**config.mk**
```make
export PLATFORM = sky130hd
export DESIGN_NAME = nand_sense_unit
export DESIGN_NICKNAME = d
export VERILOG_FILES = /design/src/rtl/nsense_pkg.sv /design/src/rtl/nsense_ctrl.sv /design/src/rtl/nsense_dpath.sv /design/src/rtl/nand_sense_unit.sv
export SDC_FILE = /design/constraint.sdc
export NUM_CORES = 1
export LEC_CHECK = 0
export BUFFER_PORTS_ARGS = -buffer_cell sky130_fd_sc_hd__buf_2
export CORE_AREA = 2 2 60 62
export CTS_BUF_LIST = sky130_fd_sc_hd__clkbuf_16
export DETAILED_ROUTE_END_ITERATION = 10
export DIE_AREA = 0 0 62 64
export PLACE_DENSITY_LB_ADDON = 0.15
export SYNTH_ARGS = -nofsm -noshare
export SYNTH_HDL_FRONTEND = slang
export SYNTH_SLANG_ARGS = --single-unit
```
**constraint.sdc**
```tcl
create_clock -name clk -period 2.12 [get_ports clk]
set_clock_uncertainty 0.15 [all_clocks]
set_input_delay 0.212 -clock clk [delete_from_list [all_inputs] [get_ports clk]]
set_output_delay 0.212 -clock clk [all_outputs]
set_load 0.02 [all_outputs]
```
**src/rtl/nsense_pkg.sv**
```systemverilog
package nsense_pkg;

  // Strobes passed from control to datapath
  typedef struct packed {
    logic capture;   // latch PIO-supplied device, expected value, mask
    logic accept;    // status byte taken this cycle
  } nsStrobe_t;

  typedef enum logic [1:0] {
    NS_IDLE = 2'd0,
    NS_READ = 2'd1,
    NS_DONE = 2'd2
  } nsState_t;

endpackage

```
**src/rtl/nsense_ctrl.sv**
```systemverilog
module nsense_ctrl
  import nsense_pkg::*;
(
  input  logic       clk,
  input  logic       rstN,
  input  logic       pioValid,
  input  logic       statValid,
  output logic       pioReady,
  output logic       statReq,
  output logic       checkDone,
  output nsStrobe_t  strobe
);

  nsState_t stateQ, stateD;

  always_comb begin
    pioReady       = (stateQ == NS_IDLE);
    statReq        = (stateQ == NS_READ);
    checkDone      = (stateQ == NS_DONE);
    strobe.capture = pioReady && pioValid;
    strobe.accept  = statReq && statValid;
  end

  always_comb begin
    stateD = stateQ;
    unique case (stateQ)
      NS_IDLE: if (strobe.capture) stateD = NS_READ;
      NS_READ: if (strobe.accept)  stateD = NS_DONE;
      NS_DONE: stateD = NS_IDLE;
      default: stateD = NS_IDLE;
    endcase
  end

  always_ff @(posedge clk or negedge rstN) begin
    if (!rstN) stateQ <= NS_IDLE;
    else       stateQ <= stateD;
  end

endmodule

```
**src/rtl/nsense_dpath.sv**
```systemverilog
module nsense_dpath
  import nsense_pkg::*;
#(
  parameter int NUM_DEV = 4,
  parameter int STAT_W  = 8,
  parameter int DEV_W   = 2
) (
  input  logic                clk,
  input  logic                rstN,
  input  nsStrobe_t           strobe,
  input  logic                statReq,
  input  logic [DEV_W-1:0]    pioDev,
  input  logic [STAT_W-1:0]   pioExpect,
  input  logic [STAT_W-1:0]   pioMask,
  input  logic [STAT_W-1:0]   statByte,
  input  logic [DEV_W-1:0]    chanDev,
  output logic [NUM_DEV-1:0]  statCe,
  output logic                senseOut
);

  logic [DEV_W-1:0]   devQ;
  logic [STAT_W-1:0]  expectQ;
  logic [STAT_W-1:0]  maskQ;
  logic [NUM_DEV-1:0] senseQ;
  logic               mismatch;

  // Check values held for the whole check
  always_ff @(posedge clk or negedge rstN) begin
    if (!rstN) begin
      devQ    <= '0;
      expectQ <= '0;
      maskQ   <= '0;
    end else if (strobe.capture) begin
      devQ    <= pioDev;
      expectQ <= pioExpect;
      maskQ   <= pioMask;
    end
  end

  assign mismatch = |((statByte ^ expectQ) & maskQ);

  // One sense flip-flop and one chip enable per device
  for (genvar g = 0; g < NUM_DEV; g++) begin : gDev
    logic hit;
    assign hit       = (devQ == DEV_W'(g));
    assign statCe[g] = statReq && hit;

    always_ff @(posedge clk or negedge rstN) begin
      if (!rstN)                     senseQ[g] <= 1'b0;
      else if (strobe.accept && hit) senseQ[g] <= mismatch;
    end
  end

  always_comb begin
    senseOut = 1'b0;
    for (int i = 0; i < NUM_DEV; i++)
      if (chanDev == DEV_W'(i)) senseOut = senseQ[i];
  end

endmodule

```
**src/rtl/nand_sense_unit.sv**
```systemverilog
module nand_sense_unit
  import nsense_pkg::*;
#(
  parameter  int NUM_DEV = 4,
  parameter  int STAT_W  = 8,
  localparam int DEV_W   = (NUM_DEV > 1) ? $clog2(NUM_DEV) : 1
) (
  input  logic                clk,
  input  logic                rstN,
  input  logic                pioValid,
  input  logic [DEV_W-1:0]    pioDev,
  input  logic [STAT_W-1:0]   pioExpect,
  input  logic [STAT_W-1:0]   pioMask,
  output logic                pioReady,
  output logic                statReq,
  output logic [NUM_DEV-1:0]  statCe,
  input  logic                statValid,
  input  logic [STAT_W-1:0]   statByte,
  output logic                checkDone,
  input  logic [DEV_W-1:0]    chanDev,
  output logic                senseOut
);

  nsStrobe_t strobe;

  nsense_ctrl u_ctrl (
    .clk       (clk),
    .rstN      (rstN),
    .pioValid  (pioValid),
    .statValid (statValid),
    .pioReady  (pioReady),
    .statReq   (statReq),
    .checkDone (checkDone),
    .strobe    (strobe)
  );

  nsense_dpath #(
    .NUM_DEV (NUM_DEV),
    .STAT_W  (STAT_W),
    .DEV_W   (DEV_W)
  ) u_dpath (
    .clk       (clk),
    .rstN      (rstN),
    .strobe    (strobe),
    .statReq   (statReq),
    .pioDev    (pioDev),
    .pioExpect (pioExpect),
    .pioMask   (pioMask),
    .statByte  (statByte),
    .chanDev   (chanDev),
    .statCe    (statCe),
    .senseOut  (senseOut)
  );

endmodule

```
* Word level (Yosys, flattened, before mapping)
Index checks and enable logic that the tools add are counted.
** Storage, ports and cells
- Word-level logic and storage cells :: 42
- Bits of input ports :: 32
- Output and inout port bits :: 8
- Register bits :: 24
** Cells by class
- Eq/ne operators :: 10
- Bitwise operators :: 2
- Reductions and logical operators :: 15
- Mux-type cells :: 7
** Operators by type and width (count)
- equality test 2 bit, second input constant :: 5
- logical AND 1 bit :: 10
- bitwise AND 8 bit :: 1
- OR reduction 8 bit :: 1
- bitwise XOR 8 bit :: 1
- equality test 2 x 1 -> 1 bit, second input constant :: 3
- zero test 2 bit :: 3
- 2-to-1 mux 1 bit :: 4
- 2-to-1 mux 2 bit :: 2
- != test 2 x 1 -> 1 bit, second input constant :: 2
- one-hot mux 2 bit (2 select lines) :: 1
- AND reduction 2 bit :: 1

* Depth between registers and ports, before layout
Gate-level depths: netlist of run 1.
- Depth in word-level cells :: 5
- Gate-level depth with buffers :: 5
- Depth with buffers taken out :: 5

* By module
From an unflattened synthesis of run 1, not the netlist that was laid out.
** Second synthesis, totals
- Cells, all modules :: 83
- Area, all modules :: 1113.6 sq um
** By module, submodules not included
- nsense_dpath :: times used 1, cells each 72, sequential area each 550.5 sq um, area each 1002.2 sq um
- nsense_ctrl :: times used 1, cells each 11, sequential area each 50.0 sq um, area each 111.4 sq um

* Least setup slack after synthesis of run 1
No wires, ideal clock.
- Kind :: flip-flop to flip-flop
- Start :: register u_ctrl.stateQ[0]
- End :: register u_dpath.expectQ[3]
- Arrival :: 1375 ps
- Buffers on the path :: 2
- Library setup time :: 125 ps
- Setup slack :: 470 ps
- Stages on the path, launching flop included :: 6
- Data required time :: 1845 ps
- Clock period less this slack :: 1650 ps
- Cells stage by stage :: dfrtp_1 nor2_2 and2_4 buf_6 buf_12 mux2_4
** Between the ends
- Cells in the longest elaborated chain, start to end :: 2
** RTL lines
- from (decl) :: line nsense_ctrl.sv:14 : nsState_t stateQ, stateD;
- from (signal assigned) :: line nsense_ctrl.sv:36 : else stateQ <= stateD;
- zero test 2 bit :: line nsense_ctrl.sv:17 : pioReady = (stateQ == NS_IDLE);
- net pioReady :: line nand_sense_unit.sv:14 : output logic pioReady,
- logical AND 1 bit :: line nsense_ctrl.sv:20 : strobe.capture = pioReady && pioValid;
- to (signal assigned) :: line nsense_dpath.sv:35 : expectQ <= pioExpect;
- to (decl) :: line nsense_dpath.sv:22 : logic [STAT_W-1:0] expectQ;
The timed path passes the listed nets, and every way through them passes these cells.
A chain may end at the register's enable or synchronous reset.

* Final worst setup path of run 1
- Start :: register u_ctrl.stateQ[1]
- End :: register u_dpath.senseQ[1]
** Between the ends
- Cells in the longest elaborated chain, start to end :: 3
** RTL lines
- equality test 2 x 1 -> 1 bit :: line nsense_ctrl.sv:18 : statReq = (stateQ == NS_READ);
- logical AND 1 bit :: line nsense_ctrl.sv:21 : strobe.accept = statReq && statValid;
- logical AND 1 bit :: line nsense_dpath.sv:50 : else if (strobe.accept && hit) senseQ[g] <= mismatch;
- to (signal, indexed assignment) :: line nsense_dpath.sv:50
- to (decl) :: line nsense_dpath.sv:24 : logic [NUM_DEV-1:0] senseQ;
No other way between the ends.

==> impl_metrics.tcl, run 1 <==
set metrics [dict create \
    status "complete, no violations" \
    synth_seq_cells 24 \
    via_per_inst 4.47 \
    finalSetupTns_ns 0 \
    syn2layout_area_growth_pct 28.3 \
    post_drt_wl_per_cell_um 12.4 \
    grt_pass1_vias 755 \
    netlist_area_um2 1160 \
    nFillCells 317 \
    powerDensity_nw_per_um2 1310 \
    die_h_um 64 \
    syn_inst 81 \
    ant_nets 0 \
    startpoint_type "register" \
    final_hold_viol_count 0 \
    ff_latch_area_um2 601 \
    grt_max_degree 25 \
    antenna_cells 0 \
    ctsResizeCount 0 \
    die_x_um 62 \
    post-route-util 0.453 \
    cp_cell_sequence "nand2b_4 -> inv_2 -> nand2_1 -> nor3b_1 -> mux2_2" \
    cp_max_fo 5 \
    final_cell_mix "buf_2, dfrtp_1, mux2_2" \
    yosysSeqAreaShare 0.518 \
    die-area_um2 3970 \
    grtUsageTotal 0.119 \
    cp_slowest_cell "dfrtp_1" \
    cts_setup_buffers 0 \
    fin_crit_sh 0.771 \
    ir_worst_vdd_uv 566 \
    grt_overflow 0 \
    rows 21 \
    drive_gt1_frac 0.587 \
    core_um2 3280 \
    num_io_pins 40 \
    yosys_warnings 0 \
    drtIter0Drc 13 \
    p_leak_nw 0.705 \
    cts_sinks 24 \
    start_util 0.353 \
    avgSynthCellArea_um2 14.3 \
    relSlewSlack 0.644 \
    fin_crit_ns 1.63 \
    whs_ns 0.0126 \
    cts-buffers-inserted 3 \
    antenna_found_initial 0 \
    finalSetupViolCount 0 \
    place.detailed.hpwl_mm 1.52 \
    required_ns 2.11 \
    htree_levels 1 \
    crit_arrival_ns 1.62 \
    routed_wl_mm 2.06 \
    slowest_delay_ns 0.40 \
    grt_first_pass_wirelength_mm 3.39 \
    syn_nets 113 \
    hold_buffers 1 \
    clkLatencyLatePin_ns 0.26 \
    fmax_mhz 612 \
    clk_path_buf_depth 2 \
    holdCritPathClass "primary input to register" \
    multi_input_area_um2 512 \
    grt_setup_unrepaired "false" \
    io_buffers 39 \
    gp_congestion 0.689 \
    drv_cap 0 \
    synth_cell_types 23 \
    layout_commonest_cell "buf_2" \
    endpoint_kind "register" \
    fin_nets 154 \
    place_area_um2 1370 \
    route.vias.total 746 \
    drtPass1Iterations 2 \
    critical_path_class "register to register" \
    drc 0 \
    clkTransAtPathRegs_ns 0.06 \
    cts_tree "built" \
    worst_slew_pin_slew_ns 0.535 \
    clock-root-buffer "clkbuf_16" \
    drv_slew 0 \
    fin_area_um2 1490 \
]
critical path: cells and delay by family (launching register included):
family,cells,cell delay (ns)
DFF,1,0.40
buffers and inverters,1,0.08
muxes,1,0.36
and+or+nand+nor,3,0.52
cells by family (layout without fill, tap and decap cells):
kind of cell	Yosys count	count (layout)	share of synthesized area
DFF	24	24	0.518
AOI/OAI and AO/OA	5	5	0.0324
xor gates and xnor gates	8	8	0.0604
muxes	23	23	0.262
buffers and inverters	6	46	0.0410
and+or+nand+nor	15	15	0.0863
Yosys cell counts (all sizes together):
library cell,count,area (um2)
mux4,1,22.5
xor2,8,70.1
nand4,2,12.5
nor3,2,10.0
and2,1,8.76
inv,2,7.50
and3,1,6.26
mux2,22,282
a22oi,4,30.0
dfrtp,24,601
nor3b,3,22.5
nand2b,1,13.8
buf,3,36.3
clkbuf,1,3.75
nand2,2,7.51
and2b,1,8.76
nor2,2,10.0
o21bai,1,7.51
sequential cells by signal, indices dropped and copies added, names as in the netlist:
register,cells
u_ctrl.stateQ,2
u_dpath.senseQ,4
u_dpath.maskQ,8
u_dpath.devQ,2
u_dpath.expectQ,8
cell type report:
class                   count  area share
clock buffers               3      0.0505
clock inverters             1      0.0202
inverters                   2     0.00505
multi-input cells          51       0.344
flip-flops and latches     24       0.404
well taps                  46      0.0387
repair buffers             40       0.138
path summary, 6_finish.rpt:
check                                   from                 end  slack, ns  depth (start not counted)
max in group asynchronous               rstN  u_dpath.expectQ[2]       1.14                          2
setup reg to reg            u_ctrl.stateQ[1]   u_dpath.senseQ[1]       0.49                          5
setup / recovery            u_ctrl.stateQ[1]   u_dpath.senseQ[1]       0.49                          5
min in group asynchronous               rstN  u_dpath.expectQ[3]       0.32                          2
hold / removal                     statValid    u_ctrl.stateQ[0]       0.01                          2
hold reg to reg            u_dpath.senseQ[3]   u_dpath.senseQ[3]       0.36                          1
where the power goes:
part | internal (mW) | switching, mW
Clock | 0.375 | 0.160
Combinational | 0.362 | 0.246
Sequential | 0.654 | 0.146
Total | 1.39 | 0.552
metrics by stage:
stage | total power [mW] | setup WS [ns] | cells
after global routing | 2.08 | 0.373 | 167
after CTS | 1.98 | 0.472 | 167
after floorplan | 1.29 | 0.470 | 81
after detailed placement | 1.43 | 0.494 | 162
final | 1.94 | 0.486 | 167
after global placement | 1.41 | 0.575 | 162
routing by layer:
layer | track usage | routed length, um
met2 | 0.173 | 965
met5 | 0 | 0
met1 | 0.155 | 916
met3 | 0.0405 | 151
met4 | 0.0559 | 29
Power figures use the tool's default switching activity.
==> inputs of run 2 (changes only) <==
==> constraint.sdc (replaced) <==
create_clock -name clk -period 1.5 [get_ports clk]
set_clock_uncertainty 0.15 [all_clocks]
set_input_delay 0.15 -clock clk [delete_from_list [all_inputs] [get_ports clk]]
set_output_delay 0.15 -clock clk [all_outputs]
set_load 0.02 [all_outputs]
==> run 2 against run 1 <==
  * The run now ends with negative setup slack left
  * Setup slack got worse by 0.57 ns
  * Non-clock buffer count is 26 higher
  * Global-route usage increased by 0.65 points
  * Sequential share of layout area down 7.4 points
  * Critical path depth is 1 lower
  * Clock power grew 2%
  * Utilization is 10 points higher
  * Via count rose by 11%
  * Largest cell class unchanged
  * Highest routed layer unchanged
==> impl_metrics.tcl, run 2 (synthesis gave the netlist of run 1 again) <==
set metrics [dict create \
    drv_cap 0 \
    cts-buffers-inserted 3 \
    dp_slack_ns -0.0938 \
    stdcell_count 192 \
    num_io_pins 40 \
    critical_path_class "register to register" \
    drc 0 \
    cp_slowest_cell "dfrtp_1" \
    antenna_found_initial 0 \
    slowest_delay_ns 0.39 \
    start_util 0.353 \
    dp_cells 165 \
    ant_nets 0 \
    routed_wl_mm 2.39 \
    route.vias.total 828 \
    endpoint_kind "register" \
    post-route-util 0.554 \
    crit_arrival_ns 1.57 \
    fin_crit_ns 1.59 \
    final_cell_mix "buf_2, dfrtp_1, dlygate4sd3_1" \
    clkTransAtPathRegs_ns 0.06 \
    grt_setup_unrepaired "true" \
    fmax_mhz 630 \
    clock-root-buffer "clkbuf_16" \
    syn2layout_area_growth_pct 57.0 \
    grt_pass1_vias 912 \
    via_per_inst 4.31 \
    io_buffers 39 \
    fin_nets 180 \
    top_regs "u_dpath.expectQ (8), u_dpath.maskQ (8), u_dpath.senseQ (4)" \
    failed_checks "negative setup slack" \
    drive_gt1_frac 0.568 \
    grt_overflow 0 \
    layout_commonest_cell "buf_2" \
    gp_congestion 0.676 \
    relSlewSlack 0.646 \
    status "finished, violations left" \
    grtUsageTotal 0.125 \
    rows 21 \
    power_mw 2.86 \
    worst_slew_pin_slew_ns 0.530 \
    post_drt_wl_per_cell_um 12.5 \
    startpoint_type "register" \
    final_hold_viol_count 0 \
    die_x_um 62 \
    setup_slack_ns -0.0884 \
    cts_tree "built" \
    fin_crit_sh 1.06 \
    grt_first_pass_wirelength_mm 3.77 \
    ir_worst_vdd_uv 575 \
    required_ns 1.48 \
    finalSetupViolCount 26 \
    drv_slew 0 \
    die-area_um2 3970 \
    htree_levels 1 \
    drtIter0Drc 19 \
    place.detailed.hpwl_mm 1.58 \
    p_leak_nw 0.854 \
    powerDensity_nw_per_um2 1570 \
    cts_sinks 24 \
    cp_max_fo 4 \
    clk_path_buf_depth 2 \
    grt_max_degree 25 \
    clkLatencyLatePin_ns 0.25 \
    cp_cell_sequence "xor2_1 -> a22oi_1 -> nand4_1 -> mux2_2" \
    holdCritPathClass "primary input to asynchronous set/reset pin" \
    antenna_cells 0 \
    core_um2 3280 \
    ff2ff_path_depth 4 \
    drtPass1Iterations 4 \
    die_h_um 64 \
]
run 2: changes by cell type in the layout (fill, tap and decap cells not counted), moves of 2 or more:
| cell | before | now |
|---|---|---|
| buf_12 | 0 | 2 |
| buf_2 | 39 | 34 |
| buf_4 | 0 | 6 |
| buf_6 | 0 | 4 |
| dlygate4sd3_1 | 1 | 20 |
| mux2_2 | 13 | 5 |
| mux2_4 | 9 | 17 |
| nor3b_1 | 3 | 0 |
| nor3b_2 | 0 | 3 |
run 2: worst max-delay path, delay by kind of cell (launching register included):
kind | cells | cell delay [ns]
AND/OR/NAND/NOR | 1 | 0.25
XOR/XNOR | 1 | 0.15
multiplexers | 1 | 0.34
AO/OA/AOI/OAI | 1 | 0.21
flip-flops | 1 | 0.39
run 2: metal layers:
metal	up-vias	track usage	share of wire
met2	24	0.216	0.47
met1	389	0.155	0.49
li1	413	-	-
met5	-	0	0
met3	2	0.0182	0.035
met4	0	0.0399	0.0063
run 2: path summary, 6_finish.rpt:
| path | startpoint | endpoint | slack, ns |
|---|---|---|---|
| hold reg to reg | u_dpath.senseQ[2] | u_dpath.senseQ[2] | 0.36 |
| hold / removal | rstN | u_dpath.expectQ[5] | 0.27 |
| setup reg to reg | u_dpath.expectQ[6] | u_dpath.senseQ[0] | -0.09 |
| setup / recovery | u_dpath.expectQ[6] | u_dpath.senseQ[0] | -0.09 |
| min in group clk | pioValid | u_dpath.maskQ[4] | 0.32 |
| max in group asynchronous | rstN | u_dpath.senseQ[0] | 0.58 |
run 2: cell type report:
class,instances,area [um2]
Clock buffer,3,75.1
Tap cell,46,57.6
Fill cell,277,1460
Multi-Input combinational cell,51,574
Timing Repair Buffer,66,500
Sequential cell,24,601
Inverter,2,12.5
run 2: stage by stage:
| step | TNS [ns] | cell area, um2 | hold slack, ns |
|---|---|---|---|
| floorplan | -0.701 | 1180 | -0.296 |
| global placement | -0.207 | 1420 | 0.0134 |
| detailed placement | -0.624 | 1420 | 0.0144 |
| finish | -0.814 | 1820 | 0.268 |
| global route | -2.07 | 1820 | 0.331 |
| CTS | -0.711 | 1780 | 0.292 |
run 2: power breakdown:
part           internal (mW)  switching [mW]
clock network          0.351           0.195
logic                  0.750           0.413
registers              0.924           0.229
total                   2.03           0.837
run 2: repair_timing:
item / CTS / global route
pin swaps: 10 / 4
gates resized for setup: 12 / 9
hold buffers: 20 / 0
setup endpoints to repair: 18 / 10
setup buffers: 3 / 1
hold endpoints to repair: 43 / 0
==> inputs of run 3 (changes only) <==
--- a/config.mk
+++ b/config.mk
@@ -11,6 +11,7 @@
 export DETAILED_ROUTE_END_ITERATION = 10
 export DIE_AREA = 0 0 62 64
 export PLACE_DENSITY_LB_ADDON = 0.15
+export RECOVER_POWER = 25
 export SYNTH_ARGS = -nofsm -noshare
 export SYNTH_HDL_FRONTEND = slang
 export SYNTH_SLANG_ARGS = --single-unit
==> run 3 against run 2 <==
  * The run still ends with negative setup slack left
  * First-iteration DRC count is the same
  * Total power about the same
  * Die area unchanged
  * Hold slack improved by 0.022 ns
  * Sequential cell count did not move
  * Sequential share of layout area unchanged
  * Global-route usage unchanged
  * Non-clock buffer count stayed put
  * Register-to-register slack hardly changed
  * Combinational power about the same
  * Clock power about the same
  * Clock-buffer cell count unchanged
==> impl_metrics.tcl, run 3 (synthesis gave the netlist of run 1 again) <==
set metrics [dict create \
    status "finished, violations left" \
    failed_checks "negative setup slack" \
    drtIter0Drc 19 \
    nFillCells 277 \
    setup_slack_ns -0.0884 \
    ant_nets 0 \
    routed_wl_mm 2.39 \
    cts_sinks 24 \
    cts-buffers-inserted 3 \
    startpoint_type "register" \
    gp_congestion 0.676 \
    drive_gt1_frac 0.568 \
    drv_cap 0 \
    multi_input_area_um2 574 \
    clkTransAtPathRegs_ns 0.06 \
    grt_pass1_vias 912 \
    slowest_delay_ns 0.39 \
    start_util 0.353 \
    p_leak_nw 0.855 \
    required_ns 1.48 \
    dp_slack_ns -0.0938 \
    worst_slew_pin_slew_ns 0.590 \
    final_hold_viol_count 0 \
    relSlewSlack 0.607 \
    clk_path_buf_depth 2 \
    final_cell_mix "buf_2, dfrtp_1, dlygate4sd3_1" \
    r2r-start "u_dpath.expectQ[6]" \
    fmax_mhz 630 \
    top_regs "u_dpath.expectQ (8), u_dpath.maskQ (8), u_dpath.senseQ (4)" \
    via_per_inst 4.31 \
    core_um2 3280 \
    die_h_um 64 \
    grt_max_degree 25 \
    antenna_found_initial 0 \
    grt_overflow 0 \
    endpoint_kind "register" \
    layout_commonest_cell "buf_2" \
    antenna_cells 0 \
    crit_arrival_ns 1.57 \
    finalSetupTns_ns -0.814 \
    grt_setup_unrepaired "true" \
    fin_nets 180 \
    die_x_um 62 \
    ff_latch_area_um2 601 \
    powerDensity_nw_per_um2 1570 \
    fin_crit_ns 1.59 \
    post_drt_wl_per_cell_um 12.5 \
    die-area_um2 3970 \
    r2r_slack_ns -0.09 \
    critical_path_class "register to register" \
    cp_cell_sequence "xor2_1 -> a22oi_1 -> nand4_1 -> mux2_2" \
    num_io_pins 40 \
    cts_tree "built" \
    syn2layout_area_growth_pct 57.0 \
    io_buffers 39 \
    drc 0 \
    fin_crit_sh 1.06 \
    clkLatencyLatePin_ns 0.25 \
    whs_ns 0.290 \
    ir_worst_vdd_uv 575 \
    route.vias.total 828 \
    cp_slowest_cell "dfrtp_1" \
    drv_slew 0 \
    drtPass1Iterations 4 \
    rows 21 \
    clock-root-buffer "clkbuf_16" \
    place.detailed.hpwl_mm 1.58 \
    htree_levels 1 \
    grtUsageTotal 0.125 \
    holdCritPathClass "primary input to asynchronous set/reset pin" \
    power_mw 2.86 \
    cp_max_fo 4 \
    ff2ff_path_depth 4 \
    finalSetupViolCount 26 \
    reg2reg_to "u_dpath.senseQ[0]" \
    post-route-util 0.554 \
    grt_first_pass_wirelength_mm 3.77 \
]
==> run 3: cell count changes in the layout (fill, tap and decap cells not counted) <==
cell      previous run  this run
clkbuf_2             0         1
buf_2               34        33
==> run 3: power breakdown <==
part	internal, mW	leakage [nW]	switching (mW)
Sequential	0.924	0.276	0.229
Combinational	0.750	0.541	0.413
Clock	0.351	0.0370	0.195
==> run 3: worst max path at each step <==
| stage | start | endpoint | depth (start not counted) |
|---|---|---|---|
| floorplan | u_ctrl.stateQ[0] | u_dpath.expectQ[3] | 5 |
| global placement | u_dpath.expectQ[6] | u_dpath.senseQ[2] | 4 |
| detailed placement | u_dpath.expectQ[6] | u_dpath.senseQ[2] | 4 |
| CTS | u_ctrl.stateQ[1] | statCe[2] | 4 |
| global route | u_dpath.expectQ[2] | u_dpath.senseQ[1] | 4 |
| finish | u_dpath.expectQ[6] | u_dpath.senseQ[0] | 4 |
==> run 3: repair_timing <==
item                                    4_1_cts  5_1_grt
endpoints found under the setup margin       18       10
resized for setup                            12        9
setup buffers                                 3        1
hold buffers                                 20        0
hold endpoints to repair                     43        0
pin swaps                                    10        4
==> run 3: worst max-delay path, delay by kind of cell, from the launching register on <==
| family | cells | cell delay (ns) |
|---|---|---|
| simple gates | 1 | 0.25 |
| flops | 1 | 0.39 |
| compound gates | 1 | 0.21 |
| xor+xnor | 1 | 0.15 |
| mux | 1 | 0.34 |
==> run 3: cell type report <==
class / instances / area share
Inverter: 2 / 0.00687
Clock buffer: 3 / 0.0412
Multi-Input combinational cell: 51 / 0.315
Tap cell: 46 / 0.0316
Sequential cell: 24 / 0.330
Timing Repair Buffer: 66 / 0.275
==> run 3: routing by layer <==
metal	wire length, um	vias up	global-route usage	share of wire
met5	0	-	0	0
met4	15	0	0.0399	0.0063
met3	83	2	0.0182	0.035
met2	1120	24	0.216	0.47
met1	1170	389	0.155	0.49
li1	-	413	-	-
==> run 3: per-stage QoR <==
step / cell area [um2] / cells
2_1_floorplan: 1180 / 81
3_3_place_gp: 1420 / 165
3_5_place_dp: 1420 / 165
4_1_cts: 1780 / 191
5_1_grt: 1820 / 192
6_report: 1820 / 192
